## config.mk

```make
export PLATFORM = sky130hd
export DESIGN_NAME = serial_csr
export DESIGN_NICKNAME = d
export VERILOG_FILES = /design/src/rtl/serial_csr_pkg.sv /design/src/rtl/serial_csr_decode.sv /design/src/rtl/serial_csr_irq.sv /design/src/rtl/serial_csr_rx.sv /design/src/rtl/serial_csr.sv
export SDC_FILE = /design/constraint.sdc
export NUM_CORES = 1
export LEC_CHECK = 0
export BUFFER_PORTS_ARGS = -buffer_cell sky130_fd_sc_hd__buf_2
export CORE_ASPECT_RATIO = 1.5
export CORE_MARGIN = 2
export CORE_UTILIZATION = 60
export DETAILED_ROUTE_END_ITERATION = 10
export PLACE_DENSITY_LB_ADDON = 0.08
export RECOVER_POWER = 25
export SLEW_MARGIN = 0
export SYNTH_ARGS = -nofsm -noshare
export SYNTH_HDL_FRONTEND = slang
export SYNTH_SLANG_ARGS = --single-unit
```

## constraint.sdc

```tcl
create_clock -name clk -period 6.2 [get_ports clk]
set_input_delay 1.24 -clock clk [delete_from_list [all_inputs] [get_ports clk]]
set_output_delay 1.24 -clock clk [all_outputs]
set_load 0.005 [all_outputs]
```

## src/rtl/serial_csr_pkg.sv

```systemverilog
// Shared constants of the serial-port register file: word indices,
// interrupt bit positions, status bit positions and field locations.
package serial_csr_pkg;

    localparam int unsigned NUM_IRQ  = 4;
    localparam int unsigned NUM_REGS = 12;

    // Word indices (byte offset = 4 * index)
    localparam int unsigned IDX_CTRL    = 0;
    localparam int unsigned IDX_STATUS  = 1;
    localparam int unsigned IDX_RDATA   = 2;
    localparam int unsigned IDX_WDATA   = 3;
    localparam int unsigned IDX_ISTATE  = 4;
    localparam int unsigned IDX_IEN     = 5;
    localparam int unsigned IDX_ITEST   = 6;
    localparam int unsigned IDX_FCTRL   = 7;
    localparam int unsigned IDX_FSTAT   = 8;
    localparam int unsigned IDX_OVRD    = 9;
    localparam int unsigned IDX_LINEVAL = 10;
    localparam int unsigned IDX_TMO     = 11;

    // Interrupt bit positions
    localparam int unsigned IRQ_TX_WMARK = 0;
    localparam int unsigned IRQ_RX_WMARK = 1;
    localparam int unsigned IRQ_TX_EMPTY = 2;
    localparam int unsigned IRQ_RX_OVF   = 3;

    // Status bit positions and reset value
    localparam int unsigned STATUS_W     = 6;
    localparam int unsigned ST_TX_FULL   = 0;
    localparam int unsigned ST_RX_FULL   = 1;
    localparam int unsigned ST_TX_EMPTY  = 2;
    localparam int unsigned ST_TX_IDLE   = 3;
    localparam int unsigned ST_RX_IDLE   = 4;
    localparam int unsigned ST_RX_EMPTY  = 5;
    localparam logic [STATUS_W-1:0] STATUS_RST = 6'h3C;

    // Control and queue-control fields
    localparam int unsigned CTRL_RX_EN_BIT  = 1;
    localparam int unsigned FC_TX_FLUSH_BIT = 1;
    localparam int unsigned FC_KEEP_LO      = 2;
    localparam int unsigned FC_KEEP_HI      = 6;
    localparam int unsigned FC_RXT_LO       = 2;
    localparam int unsigned FC_RXT_W        = 3;

endpackage

```

## src/rtl/serial_csr_decode.sv

```systemverilog
// Address decoder: turns a byte address and the two strobes into one-hot
// read and write selects, one per word register.
// Assumes: only word-aligned addresses hit a register; all others select nothing.
module serial_csr_decode #(
    parameter int unsigned AW   = 10,
    parameter int unsigned NREG = 12
) (
    input  logic [AW-1:0]   addr,
    input  logic            rd_en,
    input  logic            wr_en,
    output logic [NREG-1:0] rd_sel,
    output logic [NREG-1:0] wr_sel
);
    localparam int unsigned IW = AW - 2;

    logic aligned;
    assign aligned = (addr[1:0] == 2'b00);

    // One comparator per register index
    for (genvar i = 0; i < NREG; i++) begin : g_sel
        localparam logic [IW-1:0] IDX = IW'(i);
        assign rd_sel[i] = rd_en && aligned && (addr[AW-1:2] == IDX);
        assign wr_sel[i] = wr_en && aligned && (addr[AW-1:2] == IDX);
    end
endmodule

```

## src/rtl/serial_csr_irq.sv

```systemverilog
// Interrupt core: per-bit state (event or test sets, write-one clears,
// set wins), per-bit enable, and level outputs state AND enable.
// Assumes: clear and test writes never arrive in the same cycle.
module serial_csr_irq #(
    parameter int unsigned N = 4
) (
    input  logic         clk,
    input  logic         rst_n,
    input  logic         clr_we,
    input  logic         en_we,
    input  logic         test_we,
    input  logic [N-1:0] wmask,
    input  logic [N-1:0] events,
    output logic [N-1:0] state_q,
    output logic [N-1:0] enable_q,
    output logic [N-1:0] irq
);
    for (genvar b = 0; b < N; b++) begin : g_bit
        // State bit: set has priority over write-one-to-clear
        always_ff @(posedge clk) begin
            if (!rst_n) begin
                state_q[b] <= 1'b0;
            end else if (events[b] || (test_we && wmask[b])) begin
                state_q[b] <= 1'b1;
            end else if (clr_we && wmask[b]) begin
                state_q[b] <= 1'b0;
            end
        end

        // Enable bit: plain storage
        always_ff @(posedge clk) begin
            if (!rst_n) begin
                enable_q[b] <= 1'b0;
            end else if (en_we) begin
                enable_q[b] <= wmask[b];
            end
        end

        assign irq[b] = state_q[b] & enable_q[b];
    end
endmodule

```

## src/rtl/serial_csr_rx.sv

```systemverilog
// Receive holding register with its two status flags (receiver idle,
// receive empty). A byte strobe latches the byte and clears both flags; a
// consuming read sets them again. The byte strobe wins when both coincide.
module serial_csr_rx #(
    parameter int unsigned BW = 8
) (
    input  logic          clk,
    input  logic          rst_n,
    input  logic          rx_valid,
    input  logic [BW-1:0] rx_byte,
    input  logic          rd_pop,
    output logic [BW-1:0] byte_q,
    output logic          rx_idle_q,
    output logic          rx_empty_q
);
    // Holding register for the last received byte
    always_ff @(posedge clk) begin
        if (!rst_n) begin
            byte_q <= '0;
        end else if (rx_valid) begin
            byte_q <= rx_byte;
        end
    end

    // Idle and empty flags, both reset to 1
    always_ff @(posedge clk) begin
        if (!rst_n) begin
            rx_idle_q  <= 1'b1;
            rx_empty_q <= 1'b1;
        end else if (rx_valid) begin
            rx_idle_q  <= 1'b0;
            rx_empty_q <= 1'b0;
        end else if (rd_pop) begin
            rx_idle_q  <= 1'b1;
            rx_empty_q <= 1'b1;
        end
    end
endmodule

```

## src/rtl/serial_csr.sv

```systemverilog
// Serial-port register file top. Decodes the word slave port, holds the
// control, queue-control and storage registers, tracks transmit-empty
// status, issues push/flush pulses, and returns registered read data one
// cycle after each read strobe (zero when no read was made).
// Assumes: DW >= 32 and BW <= DW; line timing lives outside this block.
module serial_csr
    import serial_csr_pkg::*;
#(
    parameter int unsigned AW    = 10,
    parameter int unsigned DW    = 32,
    parameter int unsigned BW    = 8,
    parameter int unsigned CNT_W = 5
) (
    input  logic             clk,
    input  logic             rst_n,
    input  logic             bus_re,
    input  logic             bus_we,
    input  logic [AW-1:0]    bus_addr,
    input  logic [DW-1:0]    bus_wdata,
    output logic [DW-1:0]    bus_rdata,
    input  logic             ev_tx_wmark,
    input  logic             ev_tx_empty,
    input  logic             ev_rx_ovf,
    input  logic             rx_valid,
    input  logic [BW-1:0]    rx_byte,
    input  logic [CNT_W-1:0] rx_count,
    output logic             tx_push,
    output logic [BW-1:0]    tx_byte,
    output logic             tx_flush,
    output logic             irq_tx_wmark,
    output logic             irq_rx_wmark,
    output logic             irq_tx_empty,
    output logic             irq_rx_ovf
);
    localparam int unsigned FC_W = FC_KEEP_HI - FC_KEEP_LO + 1;

    logic [NUM_REGS-1:0] rd_sel;
    logic [NUM_REGS-1:0] wr_sel;
    logic [DW-1:0]       ctrl_q;
    logic [DW-1:0]       ovrd_q;
    logic [DW-1:0]       tmo_q;
    logic [FC_W-1:0]     fc_q;
    logic                tx_drained_q;
    logic                tx_push_q;
    logic [BW-1:0]       tx_byte_q;
    logic                tx_flush_q;
    logic [DW-1:0]       rdata_q;
    logic [DW-1:0]       rd_mux;
    logic [NUM_IRQ-1:0]  irq_events;
    logic [NUM_IRQ-1:0]  irq_state;
    logic [NUM_IRQ-1:0]  irq_en;
    logic [NUM_IRQ-1:0]  irq_vec;
    logic [BW-1:0]       rx_hold;
    logic                rx_idle;
    logic                rx_empty;
    logic                rd_pop;
    logic [FC_RXT_W-1:0] rx_thr;
    logic [STATUS_W-1:0] status_w;
    logic [DW-1:0]       reg_view [NUM_REGS];

    serial_csr_decode #(.AW(AW), .NREG(NUM_REGS)) u_dec (
        .addr   (bus_addr),
        .rd_en  (bus_re),
        .wr_en  (bus_we),
        .rd_sel (rd_sel),
        .wr_sel (wr_sel)
    );

    assign rx_thr = fc_q[FC_RXT_LO-FC_KEEP_LO +: FC_RXT_W];

    // Event vector feeding the interrupt core
    always_comb begin
        irq_events               = '0;
        irq_events[IRQ_TX_WMARK] = ev_tx_wmark;
        irq_events[IRQ_RX_WMARK] = rx_valid && (32'(rx_count) > 32'(rx_thr));
        irq_events[IRQ_TX_EMPTY] = ev_tx_empty;
        irq_events[IRQ_RX_OVF]   = ev_rx_ovf;
    end

    serial_csr_irq #(.N(NUM_IRQ)) u_irq (
        .clk      (clk),
        .rst_n    (rst_n),
        .clr_we   (wr_sel[IDX_ISTATE]),
        .en_we    (wr_sel[IDX_IEN]),
        .test_we  (wr_sel[IDX_ITEST]),
        .wmask    (bus_wdata[NUM_IRQ-1:0]),
        .events   (irq_events),
        .state_q  (irq_state),
        .enable_q (irq_en),
        .irq      (irq_vec)
    );

    assign rd_pop = rd_sel[IDX_RDATA] && ctrl_q[CTRL_RX_EN_BIT];

    serial_csr_rx #(.BW(BW)) u_rx (
        .clk        (clk),
        .rst_n      (rst_n),
        .rx_valid   (rx_valid),
        .rx_byte    (rx_byte),
        .rd_pop     (rd_pop),
        .byte_q     (rx_hold),
        .rx_idle_q  (rx_idle),
        .rx_empty_q (rx_empty)
    );

    // Writable storage registers
    always_ff @(posedge clk) begin
        if (!rst_n) begin
            ctrl_q <= '0;
            ovrd_q <= '0;
            tmo_q  <= '0;
            fc_q   <= '0;
        end else begin
            if (wr_sel[IDX_CTRL])  ctrl_q <= bus_wdata;
            if (wr_sel[IDX_OVRD])  ovrd_q <= bus_wdata;
            if (wr_sel[IDX_TMO])   tmo_q  <= bus_wdata;
            if (wr_sel[IDX_FCTRL]) fc_q   <= bus_wdata[FC_KEEP_HI:FC_KEEP_LO];
        end
    end

    // Transmit drained flag: a push clears it, an empty event sets it
    always_ff @(posedge clk) begin
        if (!rst_n) begin
            tx_drained_q <= 1'b1;
        end else if (wr_sel[IDX_WDATA]) begin
            tx_drained_q <= 1'b0;
        end else if (ev_tx_empty) begin
            tx_drained_q <= 1'b1;
        end
    end

    // Push and flush pulses towards the transmit queue
    always_ff @(posedge clk) begin
        if (!rst_n) begin
            tx_push_q  <= 1'b0;
            tx_byte_q  <= '0;
            tx_flush_q <= 1'b0;
        end else begin
            tx_push_q  <= wr_sel[IDX_WDATA];
            tx_flush_q <= wr_sel[IDX_FCTRL] && bus_wdata[FC_TX_FLUSH_BIT];
            if (wr_sel[IDX_WDATA]) tx_byte_q <= bus_wdata[BW-1:0];
        end
    end

    // Status word assembly
    always_comb begin
        status_w              = '0;
        status_w[ST_TX_FULL]  = 1'b0;
        status_w[ST_RX_FULL]  = 1'b0;
        status_w[ST_TX_EMPTY] = tx_drained_q;
        status_w[ST_TX_IDLE]  = tx_drained_q;
        status_w[ST_RX_IDLE]  = rx_idle;
        status_w[ST_RX_EMPTY] = rx_empty;
    end

    // Readable view of every word index
    always_comb begin
        reg_view[IDX_CTRL]    = ctrl_q;
        reg_view[IDX_STATUS]  = DW'(status_w);
        reg_view[IDX_RDATA]   = DW'(rx_hold);
        reg_view[IDX_WDATA]   = '0;
        reg_view[IDX_ISTATE]  = DW'(irq_state);
        reg_view[IDX_IEN]     = DW'(irq_en);
        reg_view[IDX_ITEST]   = '0;
        reg_view[IDX_FCTRL]   = DW'({fc_q, {FC_KEEP_LO{1'b0}}});
        reg_view[IDX_FSTAT]   = DW'(rx_count);
        reg_view[IDX_OVRD]    = ovrd_q;
        reg_view[IDX_LINEVAL] = '0;
        reg_view[IDX_TMO]     = tmo_q;
    end

    // One-hot read multiplexer
    always_comb begin
        rd_mux = '0;
        for (int i = 0; i < NUM_REGS; i++) begin
            if (rd_sel[i]) rd_mux = rd_mux | reg_view[i];
        end
    end

    // Registered read data, zero after a cycle without a read
    always_ff @(posedge clk) begin
        if (!rst_n) rdata_q <= '0;
        else        rdata_q <= rd_mux;
    end

    assign bus_rdata    = rdata_q;
    assign tx_push      = tx_push_q;
    assign tx_byte      = tx_byte_q;
    assign tx_flush     = tx_flush_q;
    assign irq_tx_wmark = irq_vec[IRQ_TX_WMARK];
    assign irq_rx_wmark = irq_vec[IRQ_RX_WMARK];
    assign irq_tx_empty = irq_vec[IRQ_TX_EMPTY];
    assign irq_rx_ovf   = irq_vec[IRQ_RX_OVF];
endmodule

```

# Word level (Yosys, flattened, before mapping)
# Cells that the tools add are included.
# op_classes
order_cmp	1
eq_ne	10
mux	21
bitwise	12
n_reduce_logical	42
# op_table
operator	count
$mux W32	9
$or A32 B32 Y32	2
$or A32 B4 Y32	2
$eq A8 B3 Y1 const B	4
$or A32 B5 Y32	1
$or A32 B6 Y32	1
$or A32 B7 Y32	1
$or A32 B8 Y32	1
$logic_and A1 B1 Y1	30
$eq A8 B4 Y1 const B	3
$eq A8 B2 Y1 const B	2
$mux W1	12
$reduce_bool A2 Y1	6
$eq A8 B1 Y1 const B	1
$logic_not A8 Y1	1
$gt A5 B3 Y1	1
$and A1 B1 Y1	4
$logic_or A1 B1 Y1	4
$logic_not A2 Y1	1
# word_totals
reg_bits	161
inputBits	63
output_inout_bits	46
word_cells	105

# Longest topological paths before layout
# Gate-level depths: netlist of the first run.
# logic_depth
word_depth	20
ltp_mapped	6
depth_no_buf	6

# Hierarchy
# From an unflattened synthesis of the first run, not the netlist that was laid out.
# unflattened
hier_cells	603
hier_area_um2	6287.3
# by_module_without_submodules
module	n_inst	cells_each	area_per_inst_um2	seq_area_each_um2
serial_csr	1	499	5307.6	2882.8
serial_csr_irq	1	33	366.6	160.2
serial_csr_rx	1	29	337.8	180.2
serial_csr_decode	1	42	275.3	0.0

# Worst setup path before layout of the first run
# OpenSTA, ideal clock, no wires.
# synth_path
path_type	input to register
start	in bus_addr[7]
end	reg fc_q[0]
setup_time_ns	0.128
t_arrival_ns	2.715
setup_slack_ns	3.358
cell_stages	5
n_path_buf	1
cell_sequence	or4_4 > buf_6 > nor4_4 > mux2i_1 > nor2_1
# synth_via
elab_chain_len	2
# synth_rtl
element	line	rtl
start, declared	serial_csr.sv:18	input logic [AW-1:0] bus_addr,
$eq A8 B3 Y1	serial_csr_decode.sv:23	assign wr_sel[i] = wr_en && aligned && (addr[AW-1:2] == IDX);
$logic_and A1 B1 Y1	serial_csr_decode.sv:23	
end signal, assigned	serial_csr.sv:117	if (wr_sel[IDX_FCTRL]) fc_q <= bus_wdata[FC_KEEP_HI:FC_KEEP_LO];
end, declared	serial_csr.sv:42	logic [FC_W-1:0] fc_q;
# No other way between the ends.
# A chain may end at the register's enable or synchronous reset.

# Final worst setup path of the first run
# layout_path
start	in bus_addr[3]
end	reg ctrl_q[29]
# layout_via
elab_chain_len	2
# layout_rtl
element	line	rtl
$logic_not A8 Y1	serial_csr_decode.sv:23	
$logic_and A1 B1 Y1	serial_csr_decode.sv:23	
end signal, assigned	serial_csr.sv:114	if (wr_sel[IDX_CTRL]) ctrl_q <= bus_wdata;
end, declared	serial_csr.sv:39	logic [DW-1:0] ctrl_q;
# No other way between the ends.

==> results of run 1 <==
sequential cells by signal, summed over array words and instances, names as in the netlist:
signal / count
u_irq.enable_q: 4
fc_q: 5
u_irq.state_q: 4
ovrd_q: 32
ctrl_q: 32
tx_byte: 8
u_rx.rx_empty_q: 1
u_rx.byte_q: 8
tx_flush: 1
tx_drained_q: 1
bus_rdata: 32
tmo_q: 32
tx_push: 1
cells in the mapped netlist (all sizes together), types with 3 or more instances:
master / number / area (um^2)
a211oi: 4 / 30.0
a21oi: 138 / 691
a22oi: 25 / 188
and2: 5 / 31.3
and3: 3 / 18.8
buf: 18 / 95.1
clkbuf: 46 / 173
dfxtp: 161 / 3220
ha: 3 / 37.5
inv: 11 / 41.3
mux2: 3 / 33.8
mux2i: 28 / 280
nand2: 161 / 604
nand2b: 3 / 18.8
nand3: 53 / 265
nand3b: 3 / 22.5
nand4: 8 / 50.1
nor2: 31 / 116
nor2b: 4 / 25.0
nor3: 3 / 15.0
nor4: 10 / 163
o21ai: 44 / 220
o31a: 3 / 26.3
or3b: 3 / 26.3
layer usage:
layer  GRT usage, %  wire (um)  part of all wire [%]  up-vias
met4           18.7        838                   4.3        0
met2           55.2       9970                    51      302
met1           38.0       7410                    38     2946
li1               -          -                     -     2928
met3           6.18       1230                   6.3       56
met5              0          0                     0        -
worst max path at each step:
stage                     cells past startpoint          to        start  slack (ns)
after floorplan                               5     fc_q[0]  bus_addr[7]        3.36
after global placement                        6  ovrd_q[20]  bus_addr[7]        2.60
after detailed placement                      6  ovrd_q[20]  bus_addr[7]        2.56
after CTS                                     6  ovrd_q[20]  bus_addr[7]        2.96
after global routing                          6  ctrl_q[22]  bus_addr[3]        2.95
final                                         6  ctrl_q[29]  bus_addr[3]        3.10
cells by family (layout without fill, tap and decap cells):
kind of cell             Yosys count  in the layout
AND/OR/NAND/NOR                  295            295
AO/OA/AOI/OAI                    232            232
flip-flops                       161            161
buffers and inverters             75            165
multiplexers                      31             31
adder cells (fa/ha/maj)            3              3
area by class of cell:
| type | count | area, um^2 |
|---|---|---|
| clock buffers | 18 | 439 |
| clock inverters | 14 | 149 |
| fillers | 866 | 2920 |
| inverters | 11 | 43.8 |
| multi-input cells | 561 | 3080 |
| flip-flops and latches | 161 | 3220 |
| well taps | 144 | 180 |
| repair buffers | 122 | 614 |
power by group through the flow:
stage	sequential [mW]	clock (mW)	combinational (mW)
final	1.04	1.03	0.101
after global routing	1.04	1.08	0.108
after CTS	1.04	1.03	0.0988
after detailed placement	1.07	0	0.0984
after global placement	1.07	0	0.0970
after floorplan	1.07	0	0.0550
layout by cell type, fill, tap and decap left out, drive strengths merged, types with 3 or more instances in the layout:
| master | n |
|---|---|
| nor2b | 4 |
| nor4 | 10 |
| nand3 | 53 |
| ha | 3 |
| nor3 | 3 |
| clkinvlp | 3 |
| inv | 16 |
| and2 | 5 |
| buf | 92 |
| nand4 | 8 |
| a211oi | 4 |
| o31a | 3 |
| o21ai | 44 |
| a21oi | 138 |
| nand3b | 3 |
| nand2 | 161 |
| dfxtp | 161 |
| nand2b | 3 |
| a22oi | 25 |
| clkbuf | 48 |
| mux2i | 28 |
| or3b | 3 |
| clkinv | 5 |
| mux2 | 3 |
| and3 | 3 |
| nor2 | 31 |
worst register-to-register path, delay by kind of cell (launching register included):
family	cells	cell delay, ns
simple gates	1	0.13
fa+ha+maj	1	0.28
buf+inv	1	0.06
flops	1	0.37
compound gates	3	0.73
==> results.md, run 1 <==
* Status: completed
* Crit path buffers/inverters at 2
* Drt wl/cell at 18.9 um
* Largest family of logic cells by synthesized area: simple AND/OR/NAND/NOR gates
* Hold path startpoint: tmo_q[17]
* Minimum setup slack among reg-to-reg paths at 4.47 ns
* Worst-path clk slew at 0.07 ns
* Rows at 46
* NetSw at 0.530 mW
* Hold slack final at 0.454 ns
* Flop pwr share at 48.0%
* GRT Total Usage at 32.9%
* Final non-filler cell total at 1,031
* Final GP Congestion at 0.975
* Final Core Density at 72.6%
* Core area at 10,600 um^2
* Setup crit start kind: input pin
* H-tree levels at 4
* Yosys synthesis warning count at 0
* I/O pins at 109
* Via/cell ratio at 6.04
* Die height at 132 um
* Sequential area share after synthesis at 48.8%
* Hold depth at 2
* Final Hold Viols at 0
* Fmax at 0.323 GHz
* Die span in x at 89.7 um
* Setup_tns at 0 ns
* Number of enable flip-flop cells after synthesis at 0
* Fraction of registers with async set/reset at 0%
* Post-CTS Setup Inserts at 0
* Worst IR Drop VDD at 0.248 mV
* Post-placement cell count at 998
* Worst R2R End: u_irq.state_q[1]
* Cell family with most CP delay: simple AND/OR/NAND/NOR gates
* Ys flop type: dfxtp_1
* Largest net degree at the start of global routing at 91
* WP data required at 6.46 ns
* Post-layout instance area at 7730 um^2
* # hold bufs at CTS at 0
* Switching part of the total power at 24.3%
* Total power at 2.18 mW
* Yosys reg bits at 161
* Worst Path Arrival at 3.35 ns
* PnR worst setup slack at 3.10 ns
* Relative max-transition margin at 25.5%
* R2r startpoint: fc_q[1]
* Post-synthesis compound-gate area fraction at 19.7%
* Setup WS pre-CTS at 2.56 ns
* CTS Buffer Depth at 2
* Simple-gate area share of the yosys netlist at 21.5%
* Initial DRT Pass Iterations at 5
* Syn_nets at 863
* Drt total wl at 19,400 um
* Final ANT Viol Nets at 0
* CTS tree: built
* Synth cell types at 47
* Cts bufs inserted at 17
* Worst-skew pair later-pin latency at 0.42 ns
* Worst hold endpoint: tmo_q[17]
* Tightest Hold Check Type: register to register
* Grt total ovfl at 0
* DR vias at 6,232
* Xor/xnor share of the synthesized area at 0%
* Clock sink count at 161
* Area Growth Syn to Fin at 17.1%
* DP HPWL at 12,600 um
* Slew Viols, Final at 0
* Min cycle time layout at 3.10 ns
* Mux contribution to synthesized area at 4.76%
* Fin nets at 940
* Slowest stage delay, CP at 0.80 ns
* Die area at 11,900 um^2
* First-pass GRT wire length at 30,400 um
* CTS root buffer: clkbuf_16
* Share of layout cells above drive strength 1 at 16.0%
* Pint at 1.65 mW
* Ant. Diodes at 0
* Maxcap violations at 0
* Leak at 2.73 nW
* CP max stage cell: nand4_1
* Critical path, cell by cell: buf_2, nor2_1, nand4_1, buf_4, nand2_1, a21oi_1
* Synth Area in Adders at 0.569%
* Power share of the combinational group at 4.6%
* Starting Density at 62.0%
* Cell Pwr Density at 282 nW/um^2
* PortBufs at 108
* DRC Markers at 0
* R2R depth at 6
* CTS resizes at 0
* Clock Power Share at 47.4%
* Vias in the first global route at 6,211
* Tcrit/Tclk final at 50.0%
* Initial antenna violation count at 0
* Setup-violating endpoint count in the final report at 0
* Initial DRC Count at 454
* DP Area at 7170 um^2
* Worst Setup End Kind: register
* Worst slew pin tran at 1.12 ns
* Critical path fanouts, max at 21
* Mapped Cells at 797
* Worst Clk Skew at 0.00654 ns
* Mean Syn Cell Area at 8.28 um^2
* Post-Syn Area at 6600 um^2
* Unrepaired setup endpoints after global routing: no
* WS Path Type: input pin to register
Note: power is estimated with default switching activity, not from simulation.
==> run 2, diff against run 1 <==
--- a/config.mk
+++ b/config.mk
@@ -8,7 +8,7 @@
 export BUFFER_PORTS_ARGS = -buffer_cell sky130_fd_sc_hd__buf_2
 export CORE_ASPECT_RATIO = 1.5
 export CORE_MARGIN = 2
-export CORE_UTILIZATION = 60
+export CORE_UTILIZATION = 56
 export DETAILED_ROUTE_END_ITERATION = 10
 export PLACE_DENSITY_LB_ADDON = 0.08
 export RECOVER_POWER = 25
==> constraint.sdc (replaced) <==
create_clock -name clk -period 3.22 [get_ports clk]
set_input_delay 0.644 -clock clk [delete_from_list [all_inputs] [get_ports clk]]
set_output_delay 0.644 -clock clk [all_outputs]
set_load 0.005 [all_outputs]
==> run 2 against run 1 <==
Compared with the run above:
- die area grew 6.9%
- critical path depth is the same
- design area grew 1.8%
- first-iteration DRC count up 27%
- largest cell class unchanged
- highest routed layer unchanged
==> results.md, run 2 (synthesis gave the netlist of run 1 again) <==
* Status: completed
* Initial DRC Count at 577
* Leak at 2.86 nW
* Hold path startpoint: rx_byte[6]
* Worst Setup End Kind: register
* Die height at 137 um
* DRC Markers at 0
* DP HPWL at 12,800 um
* Setup_tns at 0 ns
* Slowest stage delay, CP at 0.69 ns
* Initial DRT Pass Iterations at 8
* Share of layout cells above drive strength 1 at 17.9%
* Setup WS pre-CTS at 0.695 ns
* Cell family with most CP delay: simple AND/OR/NAND/NOR gates
* Worst R2R End: u_irq.state_q[1]
* Final ANT Viol Nets at 0
* I/O pins at 109
* Relative max-transition margin at 52.8%
* Fin nets at 946
* Final Core Density at 68.3%
* Commonest cells after routing, fill and taps aside: nand2_1 (161), dfxtp_1 (161), a21oi_1 (138)
* Critical path startpoint: bus_addr[7]
* GRT busiest layer: met2
* Tightest Hold Check Type: input pin to register
* PortBufs at 108
* DR vias at 6,341
* Crit path buffers/inverters at 2
* Cts bufs inserted at 17
* Clock sink count at 161
* WS Path Type: input pin to register
* Maxcap violations at 0
* Die span in x at 92.7 um
* # hold bufs at CTS at 0
* H-tree levels at 4
* Slew Viols, Final at 0
* Post-CTS Setup Inserts at 0
* Critical path, cell by cell: buf_2, or4_4, nor4_4, buf_4, nand2_1, a21oi_1
* Area Growth Syn to Fin at 19.2%
* GRT Total Usage at 31.3%
* CTS resizes at 0
* Largest net degree at the start of global routing at 65
* R2R depth at 6
* Worst Clk Skew at 0.00840 ns
* Grt total ovfl at 0
* Met1 usage at 34.8%
* M2 GR Usage at 55.3%
* Rows at 48
* Fmax at 0.470 GHz
* Starting Density at 57.3%
* Via/cell ratio at 6.08
* Worst hold endpoint: u_rx.byte_q[6]
* Critical path fanouts, max at 32
* CP max stage cell: or4_4
* Ant. Diodes at 0
* Minimum setup slack among reg-to-reg paths at 1.58 ns
* Hold depth at 3
* First-pass GRT wire length at 30,800 um
* PnR worst setup slack at 1.09 ns
* R2r startpoint: fc_q[1]
* CTS Buffer Depth at 2
* Vias in the first global route at 6,101
* Initial antenna violation count at 0
* M3 GR Usage at 6.61%
* Core area at 11,500 um^2
* Worst Path Arrival at 2.48 ns
* CTS tree: built
* Setup crit start kind: input pin
* Cell Pwr Density at 559 nW/um^2
* WP data required at 3.57 ns
* Worst-skew pair later-pin latency at 0.43 ns
* Drt wl/cell at 19.2 um
* Worst-path clk slew at 0.06 ns
* Drt total wl at 20,000 um
* Die area at 12,700 um^2
* Worst IR Drop VDD at 0.330 mV
* CTS root buffer: clkbuf_16
* Unrepaired setup endpoints after global routing: no
* Tcrit/Tclk final at 66.1%
* Worst slew pin tran at 0.708 ns
* Setup-violating endpoint count in the final report at 0
* Min cycle time layout at 2.13 ns
* Final Hold Viols at 0
* Final GP Congestion at 1.05
-- run 2: changes by cell type in the layout (fill, tap and decap cells not counted), sizes merged --
cell / previous run / this run
bufinv: 1 / 4
inv: 16 / 15
clkinvlp: 3 / 1
clkbuf: 48 / 37
buf: 92 / 109
-- run 2: final cells by class --
type | count | area (um^2)
multi-input cells | 561 | 3080
clock buffers | 18 | 439
repair buffers | 128 | 692
fillers | 1014 | 3660
well taps | 150 | 188
flip-flops and latches | 161 | 3220
inverters | 11 | 43.8
clock inverters | 14 | 203
-- run 2: per-layer routing --
metal / wire (um) / vias up / share of wire [%]
met5: 0 / - / 0
met4: 814 / 0 / 4.1
met3: 1390 / 48 / 6.9
met2: 10400 / 331 / 52
met1: 7440 / 3020 / 37
li1: - / 2942 / -
-- run 2: worst reg2reg max path, delay by kind of cell, from the launching register on --
kind	cells	cell delay, ns
AOI/OAI and AO/OA	3	0.64
adders and majority gates	1	0.28
buffers and inverters	1	0.06
DFF	1	0.39
and+or+nand+nor	1	0.13
-- run 2: metrics by stage --
stage	instances	hold WS, ns	total power [mW]	cell area, um^2
2_1_floorplan	797	0.432	2.16	6600
3_3_place_gp	1011	0.437	2.25	7250
3_5_place_dp	1011	0.444	2.26	7250
4_1_cts	1043	0.450	4.40	7890
5_1_grt	1043	0.464	4.51	7870
6_report	1043	0.454	4.40	7870
-- run 2: report_power, final --
| part | internal [mW] | total, mW | switching [mW] |
|---|---|---|---|
| registers | 2.00 | 2.01 | 0.00798 |
| logic | 0.0650 | 0.206 | 0.141 |
| clock network | 1.33 | 2.18 | 0.848 |
| total | 3.40 | 4.40 | 0.997 |
-- run 2: worst max path at each step --
stage | end | slack [ns] | cells after the start
6_report | tmo_q[22] | 1.09 | 6
5_1_grt | tmo_q[5] | 1.03 | 6
4_1_cts | tmo_q[22] | 1.11 | 6
3_5_place_dp | fc_q[2] | 0.70 | 5
3_3_place_gp | bus_rdata[6] | 0.75 | 5
2_1_floorplan | fc_q[0] | 0.97 | 5
